--- config.mk ---
export PLATFORM = sky130hd
export DESIGN_NAME = irq_router
export DESIGN_NICKNAME = d
export VERILOG_FILES = /design/src/rtl/irq_router.sv
export SDC_FILE = /design/constraint.sdc
export NUM_CORES = 1
export LEC_CHECK = 0
export BUFFER_PORTS_ARGS = -buffer_cell sky130_fd_sc_hd__buf_2
export CORE_MARGIN = 1
export CORE_UTILIZATION = 40
export CTS_CLUSTER_DIAMETER = 40
export DETAILED_ROUTE_END_ITERATION = 6
export HOLD_SLACK_MARGIN = 0.15
export PLACE_DENSITY_LB_ADDON = 0.15
export SLEW_MARGIN = 10
export SYNTH_ARGS = -nofsm -noshare
export SYNTH_HDL_FRONTEND = slang
export SYNTH_SLANG_ARGS = --single-unit
--- constraint.sdc ---
create_clock -name clk -period 6.2 [get_ports clk]
set_input_delay 0.93 -clock clk [delete_from_list [all_inputs] [get_ports clk]]
set_output_delay 0.93 -clock clk [all_outputs]
set_load 0.02 [all_outputs]
--- src/rtl/irq_router.sv ---
module irq_router #(
  parameter int         LINES   = 16,
  parameter int         SELW    = 4,
  parameter logic [7:0] IDX_DEV = 8'h07,
  parameter logic [7:0] IDX_SEL = 8'h70
) (
  input  logic             clk,
  input  logic             rst_n,
  input  logic             cfg_wr,
  input  logic             cfg_addr,
  input  logic [7:0]       cfg_wdata,
  output logic [7:0]       cfg_rdata,
  input  logic [7:0]       fdc_dor,
  input  logic             fdc_req,
  input  logic [7:0]       pp_ctrl,
  input  logic [7:0]       pp_ecr,
  input  logic             pp_ecp,
  input  logic             pp_epp,
  input  logic             pp_req,
  input  logic [7:0]       uart_ier,
  input  logic [7:0]       uart_mcr,
  input  logic             uart_req,
  input  logic             kbd_req,
  output logic [LINES-1:0] irq_val,
  output logic [LINES-1:0] irq_oe,
  output logic             irq_conflict
);
  localparam int NF = 4;
  localparam int DW = $clog2(NF);

  logic [7:0]               idx;
  logic [DW-1:0]            dev;
  logic [NF-1:0][SELW-1:0]  sel;
  logic [NF-1:0]            en, req, active;

  always_ff @(posedge clk or negedge rst_n) begin
    if (!rst_n) begin
      idx <= '0;
      dev <= '0;
      sel <= '0;
    end else if (cfg_wr) begin
      if (!cfg_addr)              idx      <= cfg_wdata;
      else if (idx == IDX_DEV)    dev      <= cfg_wdata[DW-1:0];
      else if (idx == IDX_SEL)    sel[dev] <= cfg_wdata[SELW-1:0];
    end
  end

  always_comb begin
    cfg_rdata = '0;
    if (!cfg_addr)              cfg_rdata = idx;
    else if (idx == IDX_DEV)    cfg_rdata[DW-1:0] = dev;
    else if (idx == IDX_SEL)    cfg_rdata[SELW-1:0] = sel[dev];
  end

  assign en[0]  = fdc_dor[3];
  assign en[1]  = pp_ctrl[4] && !(pp_ecp && pp_ecr[2]);
  assign en[2]  = (|uart_ier[3:0]) && uart_mcr[3];
  assign en[3]  = 1'b1;
  assign req[0] = fdc_req;
  assign req[1] = (pp_ecp || pp_epp) ? ~pp_req : pp_req;
  assign req[2] = uart_req;
  assign req[3] = kbd_req;

  for (genvar f = 0; f < NF; f++) begin : g_act
    assign active[f] = en[f] && (sel[f] != '0);
  end

  always_comb begin
    irq_oe  = '0;
    irq_val = '0;
    for (int f = 0; f < NF; f++)
      if (active[f]) begin
        irq_oe[sel[f]]  = 1'b1;
        irq_val[sel[f]] = irq_val[sel[f]] | req[f];
      end
  end

  always_comb begin
    irq_conflict = 1'b0;
    for (int i = 0; i < NF; i++)
      for (int j = i + 1; j < NF; j++)
        if (sel[i] != '0 && sel[i] == sel[j]) irq_conflict = 1'b1;
  end

  assert_sel_write_R2: assert property (@(posedge clk) disable iff (!rst_n)
    (cfg_wr && cfg_addr && idx == IDX_SEL) |=> sel[$past(dev)] == $past(cfg_wdata[SELW-1:0]));

  assert_line0_free_R4: assert property (@(posedge clk) disable iff (!rst_n)
    !irq_oe[0]);

  assert_released_low_R9: assert property (@(posedge clk) disable iff (!rst_n)
    (irq_val & ~irq_oe) == '0);

  assert_kbd_claims_R8: assert property (@(posedge clk) disable iff (!rst_n)
    (sel[3] != '0) |-> irq_oe[sel[3]]);

  assert_line_count_R11: assert property (@(posedge clk) disable iff (!rst_n)
    !irq_conflict |-> $countones(irq_oe) == $countones(active));
endmodule

[After elaboration in Yosys (flattened, before gate mapping)]
Memory sizes are Yosys's and may differ from the RTL's.
Cells that the tools add are included.
Word-level totals
  flip-flop bits (word level): 26
  memory bits (read-only): 16
  input port bits: 58
  output and inout bits: 41
  word-level logic and storage cells: 106
  memories: 1
Memory list
  (no name shown): depth 16, width 1, read ports 1, clocked after memory_dff 0, wr ports 0, RTL line 74  | irq_val[sel[f]] = irq_val[sel[f]] | req[f];
Cells by class
  magnitude comparators: 10
  equal/unequal tests: 8
  mux-type cells: 43
  bitwise gates (word level): 11
  reductions and logical operators: 27
Operators with widths (number)
  $mux W16: 8
  $bwmux W16: 4
  $or A16 B16 Y16: 3
  $eq A4 B4 Y1: 6
  $lt A4 B5 Y1 const B: 4
  $mux W4: 5
  $logic_and A1 B1 Y1: 17
  $and A16 B16 Y16: 1
  $demux W1 S4: 4
  $ge A4 B1 Y1 const B: 4
  $reduce_bool A4 Y1: 4
  $mux W1: 15
  $bmux W1 S4: 3
  $bmux W4 S2: 1
  $demux W4 S2: 1
  $eq A8 B3 Y1 const B: 1
  $eq A8 B7 Y1 const B: 1
  $mux W2: 2
  $or A1 B1 Y1: 4
  $reduce_and A4 Y1: 1
  $reduce_or A4 Y1: 1
  $lt A2 B3 Y1 const B: 1
  $not A1 Y1: 3
  $reduce_and A3 Y1: 1
  4 further kinds: 4

[Logic depth before layout (Yosys ltp)]
  word-level depth: 21
  gate-level depth with buffers: 13
  depth with buffers taken out: 8

[Worst setup path after synthesis]
Ideal clock, no wire load.
  kind: in2out
  from: input port fdc_dor[3]
  to: output port irq_val[3]
  arrival: 3.326 ns
  required time: 5.270 ns
  setup slack: 1.944 ns
  cell stages on the path: 12
  buffers on the path: 4
  path through: buf_2 and3b_1 buf_6 and4_4 a41oi_2 and2_1 clkbuf_1 o211ai_1 o211ai_1 and4b_1 buf_4 o41ai_1
On the way
  word-level cells in the longest chain between the ends: 17
RTL lines
  start, declared: RTL line 13  | input logic [7:0] fdc_dor,
  $logic_and A1 B1 Y1 *: RTL line 65  | assign active[f] = en[f] && (sel[f] != '0);
  $mux W16 *: RTL line 72  | if (active[f]) begin
  $bmux W1 S4: RTL line 74
  $mux W1 (not written as such): RTL line 74
  $or A1 B1 Y1: RTL line 74
  $bwmux W16: RTL line 74
  $mux W16 *: RTL line 72
  $bmux W1 S4: RTL line 74
  $mux W1 (not written as such): RTL line 74
  $or A1 B1 Y1: RTL line 74
  $bwmux W16: RTL line 74
  $mux W16 *: RTL line 72
  $bmux W1 S4: RTL line 74
  $mux W1 (not written as such): RTL line 74
  $or A1 B1 Y1: RTL line 74
  $bwmux W16: RTL line 74
  $mux W16 *: RTL line 72
  end, declared: RTL line 24  | output logic [LINES-1:0] irq_val,
Every way passes the cells marked *; elsewhere a longest branch is shown, timed or not. The select of a mux whose other input is x is not followed.

[Worst setup path after layout]
  from: input port pp_ecp
  to: output port irq_val[2]
On the way
  word-level cells in the longest chain between the ends: 15
  elaborated cells on any way between the ends: 19
  those cells by class: mux (11); bitwise (3); reduce/logical (5)
RTL lines
  start, declared: RTL line 17  | input logic pp_ecp,
  $logic_or A1 B1 Y1 or $logic_and A1 B1 Y1 (tied branches): RTL line 60, 56
  $mux W1 or $logic_not A1 Y1 (tied branches): RTL line 60, 56
  $or A1 B1 Y1 or $logic_and A1 B1 Y1 (tied branches): RTL line 74, 56
  $bwmux W16 or $logic_and A1 B1 Y1 (tied branches): RTL line 74, 65
  $mux W16 *: RTL line 72
  $bmux W1 S4: RTL line 74
  $mux W1 (not written as such): RTL line 74
  $or A1 B1 Y1: RTL line 74
  $bwmux W16: RTL line 74
  $mux W16 *: RTL line 72
  $bmux W1 S4: RTL line 74
  $mux W1 (not written as such): RTL line 74
  $or A1 B1 Y1: RTL line 74
  $bwmux W16: RTL line 74
  $mux W16 *: RTL line 72
Marked as above.

==> results.json <==
{
  "post_drt_via_cell_ratio": 6.15,
  "clock-root-buffer": "clkbuf_8",
  "htree_levels": 1,
  "path_class": "primary input to output pin",
  "drt.antenna.violating_nets": 0,
  "syn_area_per_cell_um2": 7.48,
  "overflow": 0,
  "cts_setup_buffers": 0,
  "ctsResizeCount": 0,
  "num_io_pins": 99,
  "synth_seq_area_share": 0.204,
  "ys_async_sr_fraction": 1.00,
  "run_status": "completed",
  "cpPeakStageDelay_ns": 0.79,
  "ys_warn_count": 0,
  "grt_pass1_vias": 3268,
  "hpwl_um": 7440,
  "grt_usage": 0.251,
  "grt_pass1_wl_um": 16900,
  "first_pass_iters": 5,
  "register_area_um2": 651,
  "crit_buf_inv": 2,
  "synthFlopType": "dfrtp_1",
  "tightest_slew_ns": 0.833,
  "setup_violations": 0,
  "critPathTopFamily": "simple AND/OR/NAND/NOR gates",
  "cp-startpoint": "pp_ecp",
  "synth_edf_count": 0,
  "dieArea_um2": 8320,
  "cts_buffer_depth": 2,
  "met3WireLength_um": 653,
  "crit_cells": 10,
  "clkTransAtPathRegs_ns": 0.09,
  "worstRegToRegCells": 6,
  "tns_ns": 0,
  "core_um2": 7730,
  "min_period_over_period": 0.856,
  "cp.arrival_ns": 4.37,
  "slowest_stage": "and4b_1",
  "cp.required_ns": 5.27,
  "hp-class": "flip-flop to flip-flop",
  "crit_path_end_kind": "output pin",
  "finalHoldViolations": 0,
  "rows": 32,
  "synthToLayoutAreaGrowth_pct": 11.2,
  "first_iter_violations": 399,
  "clk_latency_ns": 0.27,
  "drc": 0,
  "cap_violations": 0,
  "relSlewSlack": 0.437,
  "placed_area_um2": 3470,
  "skew_ns": 0.00318,
  "ys_ff_latch": 26,
  "power-per-cell-area_nw_per_um2": 135,
  "min-delay-start": "idx[7]",
  "drive_above_1_share": 0.247,
  "layout_min_cycle_time_ns": 5.30,
  "multiInputGateArea_um2": 2320,
  "syn-cell-area_um2": 3190,
  "drt_wl_total_um": 10200,
  "port_buffers": 64,
  "cts_tree": "yes",
  "cts_sinks": 26,
  "top_layer_used": "met4",
  "cp-endpoint": "irq_val[2]",
  "wl_met1_um": 4660,
  "wl_met2_um": 4710,
  "crit_chain": "buf_2 -> a21boi_0 -> nand3_1 -> a2111oi_4 -> nor2_1 -> or4_1 -> a311o_1 -> and4b_1 -> o221ai_1 -> buf_2",
  "yosysUniqueCellTypes": 63,
  "final_area_um2": 3540,
  "die_w_um": 91.2,
  "rsz0062_at_grt": "no",
  "power_leakage_nw": 1.60,
  "antenna_found_initial": 0,
  "wl_per_cell_um": 18.2,
  "slew_viol_final": 0,
  "critPathLaunchType": "primary input",
  "cp_common_cell": "buf_2",
  "r2r_end": "sel[0]",
  "r2r_start": "idx[3]",
  "vias": 3462,
  "n_antenna_cell": 0,
  "chipHeight_um": 91.2,
  "fillers": 801,
  "cp_max_fo": 15,
  "start_util": 0.412,
  "r2r_slack_ns": 3.78,
  "cts_buffers": 3,
  "final_net_count": 520,
  "holdBufCountCts": 0,
  "fmax_ghz": 0.189,
  "ir_drop_mv": 0.199,
  "synthCells": 426,
  "gp_congestion": 0.933,
  "grt_max_degree": 27
}
## worst min path at each step
stage | to | slack (ns) | cells past startpoint
5_1_grt | idx[7] | 0.57 | 1
3_5_place_dp | idx[7] | 0.53 | 1
2_1_floorplan | idx[7] | 0.50 | 1
4_1_cts | idx[7] | 0.55 | 1
6_report | idx[7] | 0.54 | 1
3_3_place_gp | idx[7] | 0.52 | 1
## cell families (layout without fill, tap and decap cells)
logic type / count (synthesis) / after routing / share of synthesized area
other: 1 / 2 / 0.00118
AOI/OAI and AO/OA: 99 / 99 / 0.223
DFF: 26 / 26 / 0.204
xor gates and xnor gates: 24 / 24 / 0.0683
and+or+nand+nor: 201 / 201 / 0.319
muxes: 28 / 28 / 0.115
buffers and inverters: 47 / 81 / 0.0699
## Yosys cell counts (7+ instances only)
| master | number | area (um2) |
|---|---|---|
| a21oi_1 | 14 | 70.1 |
| a31oi_1 | 8 | 50.1 |
| and3_1 | 10 | 62.6 |
| buf_2 | 7 | 35.0 |
| clkbuf_1 | 17 | 63.8 |
| dfrtp_1 | 26 | 651 |
| inv_1 | 11 | 41.3 |
| mux2_2 | 22 | 248 |
| nand2_1 | 64 | 240 |
| nand3_1 | 30 | 150 |
| nand4_1 | 12 | 75.1 |
| nor2_1 | 32 | 120 |
| nor2b_1 | 17 | 106 |
| o211ai_1 | 15 | 113 |
| o21ai_0 | 21 | 105 |
| xor2_1 | 17 | 149 |
## metrics by stage
stage,hold slack [ns],total power [mW],util,worst slack [ns],std cells
2_1_floorplan,0.496,0.294,-,1.94,427
3_3_place_gp,0.517,0.339,0.449,0.970,559
3_5_place_dp,0.527,0.340,0.449,0.982,559
4_1_cts,0.546,0.478,0.458,0.957,563
5_1_grt,0.573,0.501,0.458,0.720,563
6_report,0.544,0.477,0.458,0.895,563
## placed cells by master (no fill, tap or decap), types with 6 or more instances in the layout
master | synthesis | final
nand4_1 | 12 | 12
xor2_1 | 17 | 17
o211ai_1 | 15 | 15
mux2_2 | 22 | 22
o21ai_0 | 21 | 21
and3_1 | 10 | 10
nor2_1 | 32 | 32
dfrtp_1 | 26 | 26
o21ai_2 | 6 | 6
nand3_1 | 30 | 30
a31oi_1 | 8 | 8
buf_2 | 7 | 64
a21oi_1 | 14 | 14
nand2_1 | 64 | 64
inv_1 | 11 | 11
nor2b_1 | 17 | 17
xnor2_1 | 6 | 6
## layer usage
metal / GRT usage / up-vias
met5: 0 / -
met4: 0.0926 / 0
met3: 0.0176 / 18
met2: 0.413 / 175
met1: 0.345 / 1639
li1: - / 1630
## flip-flops by register name, indices dropped and copies added (netlist names)
| register | flops |
|---|---|
| sel | 16 |
| idx | 8 |
| dev | 2 |
## layout make-up
| class | instances | share of cell area |
|---|---|---|
| well taps | 102 | 0.0360 |
| flip-flops and latches | 26 | 0.184 |
| inverters | 11 | 0.0117 |
| clock inverters | 1 | 0.00848 |
| clock buffers | 3 | 0.0117 |
| multi-input cells | 354 | 0.654 |
| repair buffers | 66 | 0.0947 |
## report_power, final
group / total [mW] / internal, mW / switching (mW)
Sequential: 0.203 / 0.180 / 0.0226
Combinational: 0.136 / 0.0509 / 0.0850
Clock: 0.138 / 0.0863 / 0.0519
Total: 0.477 / 0.318 / 0.159
(Power assumes the default switching activity.)
